File: src/rtl/bcd_evc_pkg.sv
package bcd_evc_pkg;
  localparam int ADDR_W    = 4;
  localparam int DATA_W    = 8;
  localparam int NUM_PAIRS = 3;
  localparam int NUM_DIGS  = 2 * NUM_PAIRS;
  localparam int CNT_W     = 4 * NUM_DIGS;

  localparam int ADR_CTRL = 0;
  localparam int ADR_CNT0 = 1;
  localparam int ADR_TMR  = 4;
  localparam int ADR_ACTL = 5;
  localparam int ADR_ALM0 = 6;

  localparam logic [1:0] MODE_EVENT = 2'b10;
  localparam logic [1:0] ALM_EVENT  = 2'b01;

  typedef struct packed {
    logic                 countEn;
    logic [NUM_PAIRS-1:0] cntWr;
    logic                 tmrWr;
    logic [NUM_PAIRS-1:0] almWr;
  } evcStrobe_t;
endpackage

File: src/rtl/bcd_evc_ctrl.sv
module bcd_evc_ctrl
  import bcd_evc_pkg::*;
#(
  parameter int SYNC_STAGES = 2
) (
  input  logic              clk,
  input  logic              rstN,
  input  logic              eventIn,
  input  logic              wrEn,
  input  logic [ADDR_W-1:0] addr,
  input  logic [DATA_W-1:0] wrData,
  input  logic              matchRaw,
  output evcStrobe_t        strb,
  output logic [DATA_W-1:0] statusRd,
  output logic [DATA_W-1:0] actlRd,
  output logic              intN
);
  logic [SYNC_STAGES-1:0] syncQ;
  logic                   prevQ;
  logic                   rise;
  logic [DATA_W-1:0]      ctrlQ;
  logic [DATA_W-1:0]      actlQ;
  logic                   flagQ;
  logic                   eventMode;
  logic                   armed;
  logic                   anyCntWr;
  logic                   ctrlWr;

  always_ff @(posedge clk or negedge rstN) begin
    if (!rstN) begin
      syncQ <= '0;
      prevQ <= 1'b0;
    end else begin
      syncQ <= {syncQ[SYNC_STAGES-2:0], eventIn};
      prevQ <= syncQ[SYNC_STAGES-1];
    end
  end

  assign rise      = syncQ[SYNC_STAGES-1] & ~prevQ;
  assign eventMode = (ctrlQ[5:4] == MODE_EVENT);
  assign armed     = eventMode && (actlQ[5:4] == ALM_EVENT);
  assign ctrlWr    = wrEn && (int'(addr) == ADR_CTRL);
  assign anyCntWr  = |strb.cntWr;

  for (genvar p = 0; p < NUM_PAIRS; p++) begin : gDec
    assign strb.cntWr[p] = wrEn && (int'(addr) == ADR_CNT0 + p);
    assign strb.almWr[p] = wrEn && (int'(addr) == ADR_ALM0 + p);
  end

  assign strb.tmrWr   = wrEn && (int'(addr) == ADR_TMR);
  assign strb.countEn = rise && eventMode && !anyCntWr;

  always_ff @(posedge clk or negedge rstN) begin
    if (!rstN) begin
      ctrlQ <= '0;
      actlQ <= '0;
      flagQ <= 1'b0;
    end else begin
      if (ctrlWr) ctrlQ <= wrData;
      if (wrEn && (int'(addr) == ADR_ACTL)) actlQ <= wrData;
      flagQ <= (armed && matchRaw) || (ctrlWr ? wrData[1] : flagQ);
    end
  end

  assign statusRd = {ctrlQ[7:2], flagQ, ctrlQ[0]};
  assign actlRd   = actlQ;
  assign intN     = ~(flagQ & actlQ[7]);
endmodule

File: src/rtl/bcd_evc_datapath.sv
module bcd_evc_datapath
  import bcd_evc_pkg::*;
(
  input  logic              clk,
  input  logic              rstN,
  input  evcStrobe_t        strb,
  input  logic [DATA_W-1:0] wrData,
  input  logic [2:0]        tmrSel,
  output logic [CNT_W-1:0]  countQ,
  output logic [CNT_W-1:0]  almQ,
  output logic [DATA_W-1:0] timerQ,
  output logic              matchRaw
);
  logic [NUM_DIGS:0] carry;
  logic              tick;
  logic [3:0]        tLo, tHi;

  assign carry[0] = strb.countEn;

  for (genvar i = 0; i < NUM_DIGS; i++) begin : gDig
    localparam int P = i / 2;
    localparam int H = i % 2;
    logic [3:0] dQ;
    assign carry[i+1] = carry[i] && (dQ == 4'd9);
    always_ff @(posedge clk or negedge rstN) begin
      if (!rstN)               dQ <= '0;
      else if (strb.cntWr[P])  dQ <= wrData[4*H +: 4];
      else if (carry[i])       dQ <= (dQ == 4'd9) ? 4'd0 : dQ + 4'd1;
    end
    assign countQ[4*i +: 4] = dQ;
  end

  for (genvar p = 0; p < NUM_PAIRS; p++) begin : gAlm
    logic [7:0] aQ;
    always_ff @(posedge clk or negedge rstN) begin
      if (!rstN)              aQ <= '0;
      else if (strb.almWr[p]) aQ <= wrData;
    end
    assign almQ[8*p +: 8] = aQ;
  end

  assign matchRaw = (countQ == almQ);

  always_comb begin
    tick = carry[0];
    for (int p = 0; p < NUM_PAIRS; p++) begin
      if (int'(tmrSel) == p + 1) tick = carry[2*p+2];
    end
  end

  always_ff @(posedge clk or negedge rstN) begin
    if (!rstN) begin
      tLo <= '0;
      tHi <= '0;
    end else if (strb.tmrWr) begin
      tLo <= wrData[3:0];
      tHi <= wrData[7:4];
    end else if (tick) begin
      if (tLo == 4'd9) begin
        tLo <= 4'd0;
        tHi <= (tHi == 4'd9) ? 4'd0 : tHi + 4'd1;
      end else begin
        tLo <= tLo + 4'd1;
      end
    end
  end

  assign timerQ = {tHi, tLo};
endmodule

File: src/rtl/bcd_event_counter.sv
module bcd_event_counter
  import bcd_evc_pkg::*;
(
  input  logic              clk,
  input  logic              rstN,
  input  logic              eventIn,
  input  logic              wrEn,
  input  logic [ADDR_W-1:0] addr,
  input  logic [DATA_W-1:0] wrData,
  output logic [DATA_W-1:0] rdData,
  output logic              intN
);
  evcStrobe_t        strb;
  logic [DATA_W-1:0] statusRd;
  logic [DATA_W-1:0] actlRd;
  logic [CNT_W-1:0]  countQ;
  logic [CNT_W-1:0]  almQ;
  logic [DATA_W-1:0] timerQ;
  logic              matchRaw;

  bcd_evc_ctrl #(.SYNC_STAGES(2)) uCtrl (
    .clk      (clk),
    .rstN     (rstN),
    .eventIn  (eventIn),
    .wrEn     (wrEn),
    .addr     (addr),
    .wrData   (wrData),
    .matchRaw (matchRaw),
    .strb     (strb),
    .statusRd (statusRd),
    .actlRd   (actlRd),
    .intN     (intN)
  );

  bcd_evc_datapath uDp (
    .clk      (clk),
    .rstN     (rstN),
    .strb     (strb),
    .wrData   (wrData),
    .tmrSel   (actlRd[2:0]),
    .countQ   (countQ),
    .almQ     (almQ),
    .timerQ   (timerQ),
    .matchRaw (matchRaw)
  );

  always_comb begin
    rdData = '0;
    if (int'(addr) == ADR_CTRL) rdData = statusRd;
    if (int'(addr) == ADR_TMR)  rdData = timerQ;
    if (int'(addr) == ADR_ACTL) rdData = actlRd;
    for (int p = 0; p < NUM_PAIRS; p++) begin
      if (int'(addr) == ADR_CNT0 + p) rdData = countQ[8*p +: 8];
      if (int'(addr) == ADR_ALM0 + p) rdData = almQ[8*p +: 8];
    end
  end
endmodule

File: config.mk
export PLATFORM = sky130hd
export DESIGN_NAME = bcd_event_counter
export DESIGN_NICKNAME = d
export VERILOG_FILES = /design/src/rtl/bcd_evc_pkg.sv /design/src/rtl/bcd_evc_ctrl.sv /design/src/rtl/bcd_evc_datapath.sv /design/src/rtl/bcd_event_counter.sv
export SDC_FILE = /design/constraint.sdc
export NUM_CORES = 1
export LEC_CHECK = 0
export ABC_AREA = 1
export BUFFER_PORTS_ARGS = -buffer_cell sky130_fd_sc_hd__buf_2
export CORE_UTILIZATION = 56
export DETAILED_ROUTE_END_ITERATION = 10
export GPL_TIMING_DRIVEN = 0
export PLACE_DENSITY = 0.77
export SYNTH_ARGS = -nofsm -noshare
export SYNTH_HDL_FRONTEND = slang
export SYNTH_SLANG_ARGS = --single-unit
File: constraint.sdc
create_clock -name clk -period 2.2 [get_ports clk]
set_clock_uncertainty 0.05 [all_clocks]
set_input_delay 0.66 -clock clk [delete_from_list [all_inputs] [get_ports clk]]
set_output_delay 0.66 -clock clk [all_outputs]
set_load 0.01 [all_outputs]
## Word-level counts from Yosys, hierarchy flattened

Index checks and enable logic that the tools add are counted.

- Word-level logic and storage cells: 120
- Register bits after elaboration: 76

- $add $sub $neg: 8
- Bitwise operators: 4
- Reduce and logical (&&, ||, !) cells: 32
- Muxes and demuxes: 38
- Equality and inequality tests: 22

Operators with widths:

| cell | number |
|---|---|
| $mux 4 | 25 |
| $mux 8 | 9 |
| $eq 4x4->1 const B | 13 |
| $add 4x1->4 const B | 8 |
| $eq 24x24->1 | 1 |
| $logic_and 1x1->1 | 19 |
| $reduce_bool 2->1 | 8 |
| $eq 4x3->1 const B | 2 |
| $eq 3x3->1 const B | 2 |
| $eq 4x2->1 const B | 1 |
| $logic_not 4->1 | 1 |
| $mux 1 | 4 |
| $eq 3x2->1 const B | 1 |
| $reduce_or 3->1 | 1 |
| $and 1x1->1 | 2 |
| $eq 2x1->1 const B | 1 |
| $eq 2x2->1 const B | 1 |
| $not 1->1 | 2 |
| $reduce_and 2->1 | 1 |
| $logic_not 1->1 | 1 |
| $logic_or 1x1->1 | 1 |

## Depth between registers and ports, before layout

- Word-level depth: 14
- Gate-level depth with buffers: 12
- Gate-level depth less buffers: 12

## Cells and area by module

From an unflattened synthesis, not the netlist that was laid out.

- Cell total of the unflattened synthesis: 643
- Area, all modules: 4,750.8 um^2

By module, submodules not included:

| module | cells an instance | times used | area each (um^2) |
|---|---|---|---|
| bcd_evc_datapath | 400 | 1 | 3,153.0 |
| bcd_evc_ctrl | 100 | 1 | 899.6 |
| bcd_event_counter | 143 | 1 | 698.2 |

## Least setup slack after synthesis

No wires, ideal clock.

- Path kind: input -> output
- Start point: input addr[3]
- End point: output rdData[0]
- Setup slack: -72 ps
- Stages on the path: 9
- Path buffers: 0
- Required time: 1,490 ps
- Data arrival time: 1,562 ps
- Path through: inv_1 -> nand2_2 -> inv_1 -> nand2_1 -> inv_1 -> a21oi_1 -> o221ai_1 -> a21oi_1 -> nand4_1

- Cells in the longest elaborated chain, start to end: 10
- Elaborated cells between the ends (all ways): 18
- Those cells by class: eq/ne (8); mux (9); reduce/logical (1)

RTL lines:

| item | RTL line | text |
|---|---|---|
| from (decl) | bcd_event_counter.sv:8 | `input logic [ADDR_W-1:0] addr,` |
| $logic_not 4->1 | bcd_event_counter.sv:49 | `if (int'(addr) == ADR_CTRL) rdData = statusRd;` |
| $mux 8 | bcd_event_counter.sv:49 |  |
| $mux 8 | bcd_event_counter.sv:50 | `if (int'(addr) == ADR_TMR) rdData = timerQ;` |
| $mux 8 | bcd_event_counter.sv:51 | `if (int'(addr) == ADR_ACTL) rdData = actlRd;` |
| $mux 8 | bcd_event_counter.sv:53 | `if (int'(addr) == ADR_CNT0 + p) rdData = countQ[8*p +: 8];` |
| $mux 8 | bcd_event_counter.sv:54 | `if (int'(addr) == ADR_ALM0 + p) rdData = almQ[8*p +: 8];` |
| $mux 8 | bcd_event_counter.sv:53 |  |
| $mux 8 | bcd_event_counter.sv:54 |  |
| $mux 8 | bcd_event_counter.sv:53 |  |
| $mux 8 * | bcd_event_counter.sv:54 |  |
| to (decl) | bcd_event_counter.sv:10 | `output logic [DATA_W-1:0] rdData,` |

Mark *: on every way between the ends. The rest lies on a longest branch, timed or not.

## Final worst setup path

- Start point: input addr[0]
- End point: output rdData[5]

Same word-level chain as after synthesis.

==> flow_metrics.env <==
export IMPL_antenna_found_initial=0
export IMPL_p_clk_share_pct=25.1
export IMPL_cts_hold_buf=0
export IMPL_clock_sinks=75
export IMPL_first_iter_violations=484
export IMPL_max_cap_viol_count=0
export IMPL_hp_class="in -> async"
export IMPL_p_leak_nw=2.49
export IMPL_cp_end_kind="output pin"
export IMPL_drc_errors=0
export IMPL_worst_path_largest_cell_delay_ns=0.22
export IMPL_coreArea_mm2=0.00777
export IMPL_grt_pass1_vias=4279
export IMPL_drive_gt1_share_pct=21.4
export IMPL_grt_max_degree=54
export IMPL_final_nets=661
export IMPL_p_int_mw=3.01
export IMPL_combPwrFrac_pct=31.3
export IMPL_p_seq_share_pct=43.6
export IMPL_fin_crit_ns=2.62
export IMPL_hpwl_mm=9.59
export IMPL_cts_max_level=3
export IMPL_setup_ws_ns=-0.416
export IMPL_grt_overflow=0
export IMPL_dieArea_mm2=0.00843
export IMPL_crit_type="in -> out"
export IMPL_yosysWarningCount=0
export IMPL_finalHoldViolCount=0
export IMPL_final_max_slew_viol_count=0
export IMPL_status="complete, but fails checks"
export IMPL_vias=4608
export IMPL_grt_pass1_wl_mm=21.8
export IMPL_cts_buffer_depth=2
export IMPL_die_y_um=91.8
export IMPL_worstSetupStartpointType="primary input"
export IMPL_cp_max_fo=6
export IMPL_syn_avg_cell_area_um2=7.58
export IMPL_async_reset_ff_share_pct=100
export IMPL_irDropWorstVdd_uv=481
export IMPL_area_growth_pct=19.3
export IMPL_wl_per_cell_um=18.6
export IMPL_syn_cell_area_mm2=0.00452
export IMPL_diodes=0
export IMPL_io_pin_count=25
export IMPL_dr_wl_met2_mm=6.54
export IMPL_initial_core_util_pct=58.2
export IMPL_port_buffers=24
export IMPL_cp_data_required_time_ns=1.49
export IMPL_synthFlopType="dfrtp_1"
export IMPL_whs_ns=0.125
export IMPL_rows=32
export IMPL_synth_area_leader_cell="dfrtp_1"
export IMPL_die_w_um=91.8
export IMPL_cts_buffers=9
export IMPL_setup_viol=8
export IMPL_cp_arrival_ns=1.91
export IMPL_power_switching_mw=1.96
export IMPL_ys_ff_latch=75
export IMPL_routabilityCongestion=0.945
export IMPL_maxSlewHeadroom_pct=64.8
export IMPL_clk_pin_slew_ns=0.09
export IMPL_fillers=640
export IMPL_min_period_over_period_pct=119
export IMPL_cp_cell_sequence="buf_8 > nor2_4 > nand2_4 > inv_4 > a22o_1 > a21oi_2 > nand3_2 > nor2_2 > nand4_1 > buf_2"
export IMPL_wl_met3_mm=1.48
export IMPL_grt_usage_pct=34.1
export IMPL_rsz0062_at_grt="true"
export IMPL_clk_latency_ns=0.37
export IMPL_violations="setup timing"
export IMPL_critical_path_slowest_cell="a22o_1"
export IMPL_fmax_mhz=382
export IMPL_root_buffer="clkbuf_8"
export IMPL_tritoncts="built"
export IMPL_synth_area_top_cells="dfrtp_1 42%, nand2_1 14%, o21ai_0 8.5%"
export IMPL_swShare_pct=39.5
export IMPL_syn_nets=612
export IMPL_synth_edf_count=0
export IMPL_ys_types=42
export IMPL_ant_nets=0
export IMPL_ys_seq_area_share_pct=41.5
export IMPL_wl_met1_mm=5.30
export IMPL_synth_cells=596
export IMPL_utilization_pct=69.4
export IMPL_p_per_area_mw_per_mm2=923
export IMPL_reg2reg_slack_ns=0.08
export IMPL_netlist_area_leader_share_pct=41.5
export IMPL_dr_pass1_iters=5
export IMPL_fin_tns_setup_ns=-3.00
export IMPL_maxUsedRoutingLayer="met4"
export IMPL_worst_pin_slew_ns=0.528
export IMPL_drt_wl_total_mm=14.0
export IMPL_drt_vias_per_instance=6.13
[stage by stage]
step | cell area [um2] | setup slack, ns | power (mW) | cells
6_report | 5390 | -0.416 | 4.97 | 752
2_1_floorplan | 4530 | 0.000326 | 3.13 | 596
3_3_place_gp | 4770 | -0.543 | 3.52 | 722
3_5_place_dp | 4800 | -0.539 | 3.60 | 723
4_1_cts | 5320 | -0.318 | 4.88 | 750
5_1_grt | 5390 | -0.477 | 5.24 | 752
[what timing repair did]
item,4_1_cts,5_1_grt
gates cloned,1,0
buffers inserted,10,2
pin swaps,18,10
resized for setup,56,15
setup endpoints to repair,8,11
[per-layer routing]
layer / GRT usage [%] / vias up
li1: - / 2091
met1: 44.7 / 2164
met2: 52.4 / 296
met3: 8.13 / 57
met4: 18.6 / 0
met5: 0 / -
[layout by cell type, fill, tap and decap left out, types with 3 or more instances in the layout]
| cell type | n |
|---|---|
| nor2_4 | 9 |
| nor2_2 | 6 |
| nand3_2 | 4 |
| inv_1 | 56 |
| nor2_1 | 31 |
| buf_2 | 25 |
| a22oi_1 | 4 |
| o22ai_1 | 4 |
| xor2_1 | 8 |
| nor3_4 | 3 |
| a21oi_2 | 4 |
| nor3_1 | 10 |
| nand3_1 | 25 |
| nand4_1 | 18 |
| dfrtp_1 | 75 |
| o211ai_1 | 4 |
| clkbuf_8 | 10 |
| o21ai_1 | 7 |
| nand2_1 | 160 |
| inv_2 | 7 |
| o21ai_0 | 75 |
| o221ai_1 | 9 |
| inv_4 | 5 |
| buf_4 | 9 |
| nand2_2 | 8 |
| a21oi_1 | 4 |
| buf_6 | 7 |
| xnor2_1 | 10 |
| or2_2 | 6 |
| nand2_4 | 7 |
| nor3_2 | 3 |
[state kept, by name (all words and copies together) (netlist names), 2 cells and up]
| register | flops |
|---|---|
| uDp.gDig.dQ | 24 |
| uCtrl.syncQ | 2 |
| uCtrl.ctrlQ | 7 |
| uDp.tLo | 4 |
| uDp.gAlm.aQ | 24 |
| uCtrl.actlRd | 8 |
| uDp.tHi | 4 |
[synth_stat cells, types with 7 or more instances]
master	n
a21oi_1	8
dfrtp_1	75
inv_1	64
nand2_1	170
nand3_1	28
nand4_1	18
nor2_1	37
nor2_4	7
nor3_1	13
o21ai_0	77
o221ai_1	10
xnor2_1	10
xor2_1	8
[cell families after synthesis]
logic type / synth area share, %
xor gates and xnor gates: 3.49
buffers and inverters: 7.31
AOI/OAI and AO/OA: 16.8
DFF: 41.5
and+or+nand+nor: 30.9
[worst paths after layout]
check,depth (start not counted),to,start
max,10,rdData[5],addr[0]
min,1,uCtrl.prevQ,rstN
max reg2reg,10,uDp.gDig[4].dQ[2],uCtrl.ctrlQ[4]
min reg2reg,0,uCtrl.syncQ[1],uCtrl.syncQ[0]
max in group asynchronous,2,uDp.gAlm[1].aQ[0],rstN
min in group clk,0,uCtrl.syncQ[1],uCtrl.syncQ[0]
[critical path, delay by kind of cell]
kind                   cells  cell delay [ns]
AOI/OAI and AO/OA          2             0.41
buffers and inverters      3             0.34
and+or+nand+nor            5             0.49
[final cells by class]
class	instances	area [um2]	share of cell area [%]
plain buffers	10	67.6	1.25
clock buffers	10	138	2.55
clock inverters	6	88.8	1.65
inverters	70	285	5.29
multi-input cells	441	2500	46.3
flip-flops and latches	75	1880	34.8
well taps	102	128	2.37
repair buffers	38	310	5.76
[power groups by stage]
| stage | combinational [mW] | sequential, mW | clock, mW |
|---|---|---|---|
| 2_1_floorplan | 1.11 | 2.03 | 0 |
| 3_3_place_gp | 1.38 | 2.14 | 0 |
| 3_5_place_dp | 1.45 | 2.15 | 0 |
| 4_1_cts | 1.51 | 2.14 | 1.23 |
| 5_1_grt | 1.75 | 2.20 | 1.29 |
| 6_report | 1.56 | 2.17 | 1.25 |
(Power assumes the default switching activity.)
